$ cat config.mk
export PLATFORM = sky130hd
export DESIGN_NAME = lead_zero_count
export DESIGN_NICKNAME = d
export VERILOG_FILES = /design/src/rtl/lzc_pkg.sv /design/src/rtl/lzc_group.sv /design/src/rtl/lzc_merge.sv /design/src/rtl/lead_zero_count.sv
export SDC_FILE = /design/constraint.sdc
export NUM_CORES = 1
export LEC_CHECK = 0
export ABC_AREA = 1
export ABC_CLOCK_PERIOD_IN_PS = 1950
export BUFFER_PORTS_ARGS = -buffer_cell sky130_fd_sc_hd__buf_2
export CAP_MARGIN = 20
export CORE_AREA = 2 2 39 41
export DETAILED_ROUTE_END_ITERATION = 10
export DIE_AREA = 0 0 41 43
export SLEW_MARGIN = 25
export SYNTH_ARGS = -nofsm -noshare
export SYNTH_HDL_FRONTEND = slang
export SYNTH_SLANG_ARGS = --single-unit
$ cat constraint.sdc
create_clock -name vclk -period 1.95
set_clock_uncertainty 0.1 [all_clocks]
set_input_delay 0.4875 -clock vclk [all_inputs]
set_output_delay 0.4875 -clock vclk [all_outputs]
set_load 0.1 [all_outputs]
$ cat src/rtl/lzc_pkg.sv
package lzc_pkg;
    // Default word width and group size shared by the block and its bench
    localparam int unsigned LZC_WIDTH = 16;
    localparam int unsigned LZC_GROUP = 4;
endpackage

$ cat src/rtl/lzc_group.sv
// Per-group leading-zero count and occupancy flag
module lzc_group #(
    parameter int unsigned GROUP = 4,
    localparam int unsigned GW   = $clog2(GROUP)
) (
    input  logic [GROUP-1:0] bits_i,
    output logic [GW-1:0]    pos_o,
    output logic             valid_o
);
    logic [GW-1:0] pos_d;
    logic          valid_d;

    always_comb begin
        pos_d   = '0;
        valid_d = 1'b0;
        // scan upward so the highest set bit wins
        for (int i = 0; i < int'(GROUP); i++) begin
            if (bits_i[i]) begin
                pos_d   = GW'(int'(GROUP) - 1 - i);
                valid_d = 1'b1;
            end
        end
    end

    assign pos_o   = pos_d;
    assign valid_o = valid_d;

    always_comb begin
        if (valid_o) begin

            grp_hit_bit_chk: assert (bits_i[int'(GROUP) - 1 - int'(pos_o)] == 1'b1);
        end
        if (!valid_o) begin

            grp_idle_pos_chk: assert (pos_o == '0 && bits_i == '0);
        end
    end
endmodule

$ cat src/rtl/lzc_merge.sv
// Lookahead merge: prefix "any group above" chain, one-hot select, OR-combine
module lzc_merge #(
    parameter int unsigned NGRP = 4,
    parameter int unsigned GW   = 2,
    localparam int unsigned IW  = (NGRP > 1) ? $clog2(NGRP) : 1
) (
    input  logic [NGRP-1:0]    grp_valid_i,  // index 0 is the top group
    input  logic [NGRP*GW-1:0] grp_pos_i,    // rank t at [t*GW +: GW]
    output logic [IW-1:0]      idx_o,
    output logic [GW-1:0]      local_o,
    output logic               none_o
);
    logic [NGRP-1:0] above_d;
    logic [NGRP-1:0] sel_d;
    logic [IW-1:0]   idx_d;
    logic [GW-1:0]   local_d;

    always_comb begin
        above_d[0] = 1'b0;
        for (int t = 1; t < int'(NGRP); t++) begin
            above_d[t] = above_d[t-1] | grp_valid_i[t-1];
        end
        sel_d   = grp_valid_i & ~above_d;
        idx_d   = '0;
        local_d = '0;
        for (int t = 0; t < int'(NGRP); t++) begin
            idx_d   = idx_d   | (sel_d[t] ? IW'(t) : IW'(0));
            local_d = local_d | (sel_d[t] ? grp_pos_i[t*GW +: GW] : GW'(0));
        end
    end

    assign idx_o   = idx_d;
    assign local_o = local_d;
    assign none_o  = ~(above_d[NGRP-1] | grp_valid_i[NGRP-1]);

    always_comb begin

        sel_onehot_chk: assert ($onehot0(sel_d));

        none_vs_valid_chk: assert (none_o == (grp_valid_i == '0));
    end
endmodule

$ cat src/rtl/lead_zero_count.sv
module lead_zero_count
    import lzc_pkg::*;
#(
    parameter int unsigned WIDTH = LZC_WIDTH,
    parameter int unsigned GROUP = LZC_GROUP,
    localparam int unsigned NGRP = WIDTH / GROUP,
    localparam int unsigned GW   = $clog2(GROUP),
    localparam int unsigned IW   = (NGRP > 1) ? $clog2(NGRP) : 1,
    localparam int unsigned CW   = $clog2(WIDTH)
) (
    input  logic [WIDTH-1:0] word_i,
    output logic [CW-1:0]    lz_count_o,
    output logic             all_zero_o
);
    logic [NGRP-1:0]    grp_valid;
    logic [NGRP*GW-1:0] grp_pos;
    logic [IW-1:0]      idx;
    logic [GW-1:0]      local_lz;
    logic               none;

    for (genvar t = 0; t < NGRP; t++) begin : g_grp
        lzc_group #(.GROUP(GROUP)) u_grp (
            .bits_i  (word_i[WIDTH-1-t*GROUP -: GROUP]),
            .pos_o   (grp_pos[t*GW +: GW]),
            .valid_o (grp_valid[t])
        );
    end

    lzc_merge #(.NGRP(NGRP), .GW(GW)) u_merge (
        .grp_valid_i (grp_valid),
        .grp_pos_i   (grp_pos),
        .idx_o       (idx),
        .local_o     (local_lz),
        .none_o      (none)
    );

    assign lz_count_o = CW'({idx, local_lz});
    assign all_zero_o = none;

    always_comb begin

        zero_flag_chk: assert (all_zero_o == (word_i == '0));
        if (word_i == '0) begin

            zero_count_chk: assert (lz_count_o == '0);
        end else begin

            lead_bit_set_chk: assert (word_i[WIDTH-1-int'(lz_count_o)] == 1'b1);

            no_bit_above_chk: assert (lz_count_o == '0 ||
                (word_i >> (WIDTH - int'(lz_count_o))) == '0);
        end
    end
endmodule

==> flow_summary_export.csv, run 1 <==
group,metric,value,unit
status,status,"completed",
synth,syn_nets,68,
placement,portBuffers,21,
routing,drtIter0Drc,2,
synth,ys_types,14,
sta,rsz0062_at_grt,"yes",
die,io_pins,21,
critical_path,crit_top_cell,"nor2_4",
power,p_int,0.00005073,W
cts,ctsHoldBuffers,0,
placement,gp_congestion,0.6847,
die,start_util,18.08,%
global_routing,grt_pass1_wl,1276,um
global_routing,grtUsageTotal,9.590,%
sta,tightest_slew,244.5,ps
sta,fin_crit_sh,99.19,%
critical_path,critPathKind,"in -> out",
global_routing,grt_pass1_vias,360,
sta,slew_viol_final,0,
placement,dp_hpwl,653.3,um
routing,first_pass_iters,2,
critical_path,cp-end-kind,"primary output",
routing,wl,750,um
power,p_per_area,192.0,nW/um2
global_routing,gr-total-overflow,0,
final_layout,final_cell_mix,"11 x inv_1, 9 x buf_2, 7 x nor2_4, 7 x nand2_1",
routing,vias_per_cell,4.086,
synth,synth_seq_area_share,0,%
power,switching_power,0.00006267,W
critical_path,cp-start-kind,"primary input",
die,die_h,43,um
final_layout,nFlopsAndLatches,0,
final_layout,syn2layout_area_growth,136.0,%
sta,layout_min_cycle_time,1934,ps
die,die_area,1763,um2
sta,clock.fmax,0.5170,GHz
final_layout,num-nets-final,95,
power,p_clk_share,0,%
final_layout,regArea,0,um2
power,ir_worst_vdd,91.60,uV
final_layout,antenna_cells,0,
power,switching_share,55.26,%
global_routing,antenna_found_initial,0,
routing,ant_nets,0,
sta,hold_viol_final,0,
synth,syn_area,250.2,um2
synth,synth_warnings,0,
synth,syn_inst,52,
die,rows,14,
power,comb_power_share,100.0,%
sta,slew_headroom,83.56,%
routing,vias,380,
cts,postCtsSetupBuffers,0,
critical_path,cp_slowest_stage_delay,170,ps
final_layout,drive_gt1_share,59.74,%
die,core_area,1384,um2
routing,wl_per_cell,8.065,um
final_layout,fillers,144,
job,drv_cap,0,
synth,syn_area_per_cell,4.812,um2
power,seqPwrFrac,0,%
routing,drc,0,
power,total_leakage_power,0.2869,nW
power,p_total,0.0001134,W
critical_path,critPathRequiredTime,1360,ps
final_layout,n_clock_buffer,0,
critical_path,crit_fanout,6,
critical_path,arrival,1350,ps
sta,whs,1302,ps
sta,setup_viol,0,
global_routing,grt_max_degree,7,
die,die_w,41,um
final_layout,final_common_cell,"inv_1",
critical_path,crit_slowest_cell,"buf_12",
worst_hold_path,hold_class,"in -> out",
critical_path,crit_path_cell_trace,"buf_6 -> nor2_4 -> nand2_2 -> nor2_4 -> nand4_1 -> nand3_2 -> buf_12",
[kinds of logic after synthesis]
logic type             count (synthesis)  synth area share (%)
AND/OR/NAND/NOR                       32                 64.49
buffers and inverters                 13                 19.50
AO/OA/AOI/OAI                          7                 16.00
[per-layer routing]
metal  wire length, um  track usage (%)  part of all wire (%)  vias up
li1                  -                -                     -      211
met1               293            13.29                    39      156
met2               393            15.94                    52       13
met3                63            1.571                   8.4        0
met4                 0                0                     0        0
met5                 0                0                     0        -
[through the flow]
step / worst slack, ps / TNS, ps / instance area [um2] / std cells / util, %
floorplan: -29.99 / -45.49 / 267.8 / 52 / -
global placement: -29.75 / -56.08 / 498.0 / 93 / 35.99
detailed placement: -30.92 / -67.91 / 498.0 / 93 / 35.99
CTS: -6.692 / -6.692 / 536.8 / 93 / 38.79
global route: -60.40 / -195.9 / 590.6 / 93 / 42.68
finish: 15.71 / 0 / 590.6 / 93 / 42.68
[power by group through the flow]
stage	Sequential, W	Combinational [W]	Clock [W]
after floorplan	0	0.0000508	0
after global placement	0	0.0000940	0
after detailed placement	0	0.0000948	0
after CTS	0	0.000104	0
after global routing	0	0.000123	0
final	0	0.000113	0
[Yosys cell counts, types with 2 or more instances]
master	n	area, um2
nor2_1	7	26.28
nand3_1	3	15.01
nand2_1	11	41.29
o21ai_0	3	15.01
inv_1	13	48.80
nand2_2	2	12.51
a21oi_1	2	10.01
nand4_1	2	12.51
nor2_2	4	25.02
[cell type report]
type	instances	area, um2	share of cell area, %
Multi-Input combinational cell	39	264.0	44.70
Timing Repair Buffer	25	257.7	43.64
Inverter	13	48.80	8.263
Tap cell	16	20.02	3.390
[worst max-delay path: cells and delay by family]
family        cells  cell delay [ps]
simple gates      5              590
buf+inv           2              270
[worst paths after layout]
kind                       start       endpoint  slack, ps  cells past startpoint
worst max-delay path   word_i[8]  lz_count_o[0]         20                      7
worst min-delay path  word_i[14]  lz_count_o[1]       1300                      5
[repair_timing]
item,4_1_cts,5_1_grt
pin swaps,9,13
setup endpoints to repair,3,5
gates resized for setup,9,15
Note: power is estimated with default switching activity, not from simulation.
==> inputs of run 2 (changes only) <==
--- a/config.mk
+++ b/config.mk
@@ -16,3 +16,4 @@
 export SYNTH_ARGS = -nofsm -noshare
 export SYNTH_HDL_FRONTEND = slang
 export SYNTH_SLANG_ARGS = --single-unit
+export TNS_END_PERCENT = 1
==> constraint.sdc (replaced) <==
create_clock -name vclk -period 1.95
set_clock_uncertainty 0.1 [all_clocks]
set_input_delay 0.2925 -clock vclk [all_inputs]
set_output_delay 0.2925 -clock vclk [all_outputs]
set_load 0.1 [all_outputs]
==> flow_summary_export.csv, run 2 (same netlist as run 1, synthesis figures left out) <==
group,metric,value,unit
sta,clock.fmax,0.6105,GHz
critical_path,arrival,1250,ps
sta,tightest_slew,203.1,ps
final_layout,regArea,0,um2
sta,setup_viol,0,
die,die_area,1763,um2
sta,layout_min_cycle_time,1638,ps
status,status,"completed",
routing,wl,663,um
critical_path,cp.depth,7,
power,p_int,0.00003412,W
sta,slew_viol_final,0,
routing,vias_per_cell,4.202,
critical_path,crit_slowest_cell,"buf_12",
sta,fin_tns_setup,0,ps
critical_path,worstPathBufferInverterCount,2,
sta,slew_headroom,86.31,%
sta,fin_crit_sh,84.01,%
critical_path,cp_slowest_stage_delay,190,ps
worst_hold_path,hold_class,"in -> out",
global_routing,antenna_found_initial,0,
final_layout,final_common_cell,"buf_2",
die,rows,14,
die,core_area,1384,um2
global_routing,grt_pass1_wl,1104,um
routing,wl_per_cell,7.449,um
power,total_leakage_power,0.2472,nW
routing,drc,0,
die,die_h,43,um
placement,dp_hpwl,624.7,um
global_routing,grt_max_degree,7,
power,comb_power_share,100.0,%
critical_path,crit_path_cell_trace,"buf_2 -> nor2_1 -> nand2_1 -> nor2_2 -> nand4_1 -> nand3_1 -> buf_12",
die,io_pins,21,
critical_path,critPathRequiredTime,1560,ps
final_layout,antenna_cells,0,
final_layout,drive_gt1_share,41.10,%
critical_path,cp-start-kind,"primary input",
critical_path,crit_fanout,3,
final_layout,num-nets-final,91,
die,start_util,18.08,%
final_layout,n_clock_buffer,0,
placement,gp_congestion,0.6087,
routing,drtIter0Drc,2,
critical_path,path_delay_family,"simple AND/OR/NAND/NOR gates",
job,drv_cap,0,
placement,portBuffers,21,
critical_path,cp-end-kind,"primary output",
final_layout,fillers,153,
critical_path,setup.worst_path.start,"word_i[4]",
final_layout,nFlopsAndLatches,0,
power,ir_worst_vdd,63.17,uV
routing,ant_nets,0,
final_layout,final_cell_mix,"16 x buf_2, 13 x inv_1, 11 x nand2_1, 6 x nor2_1",
cts,post_cts_resized,0,
routing,first_pass_iters,2,
critical_path,endpoint,"lz_count_o[0]",
global_routing,gr-total-overflow,0,
global_routing,grtUsageTotal,8.292,%
global_routing,grt_pass1_vias,319,
power,seqPwrFrac,0,%
critical_path,critPathKind,"in -> out",
power,p_clk_share,0,%
sta,rsz0062_at_grt,"no",
sta,hold_viol_final,0,
die,die_w,41,um
final_layout,multiInputGateArea,203.9,um2
routing,vias,374,
final_layout,syn2layout_area_growth,81.00,%
power,switching_share,61.43,%
power,p_per_area,195.3,nW/um2
cts,postCtsSetupBuffers,0,
power,switching_power,0.00005434,W
power,p_total,0.00008846,W
cts,ctsHoldBuffers,0,
[run 2: worst min-delay path by stage]
stage / depth (start not counted) / to / from
floorplan: 3 / all_zero_o / word_i[7]
detailed placement: 5 / all_zero_o / word_i[7]
CTS: 5 / all_zero_o / word_i[7]
global placement: 5 / all_zero_o / word_i[7]
finish: 5 / all_zero_o / word_i[7]
global route: 5 / all_zero_o / word_i[7]
[run 2: final cells by class]
| type | instances | share of cell area, % |
|---|---|---|
| repair buffers | 21 | 39.78 |
| inverters | 13 | 10.77 |
| well taps | 16 | 4.420 |
| multi-input cells | 39 | 45.03 |
[run 2: metal layers]
metal	global-route usage [%]	vias up	part of all wire [%]
met5	0	-	0
met4	0	0	0
met3	0	0	9.0
met2	15.63	15	50
met1	10.44	156	41
li1	-	203	-
[run 2: power by group through the flow]
stage | clock (W) | sequential (W) | combinational [W]
after floorplan | 0 | 0 | 0.0000492
after global placement | 0 | 0 | 0.0000880
after detailed placement | 0 | 0 | 0.0000892
after CTS | 0 | 0 | 0.0000895
after global routing | 0 | 0 | 0.0000963
final | 0 | 0 | 0.0000885
[run 2: metrics by stage]
stage / std cells / worst slack (ps) / hold WS [ps] / instance area [um2] / utilization [%]
final: 89 / 311.9 / 915.1 / 452.9 / 32.73
after global placement: 89 / 329.9 / 916.4 / 452.9 / 32.73
after floorplan: 52 / 74.88 / 769.4 / 252.7 / -
after global routing: 89 / 187.6 / 962.3 / 452.9 / 32.73
after CTS: 89 / 296.1 / 916.1 / 452.9 / 32.73
after detailed placement: 89 / 300.0 / 916.1 / 452.9 / 32.73
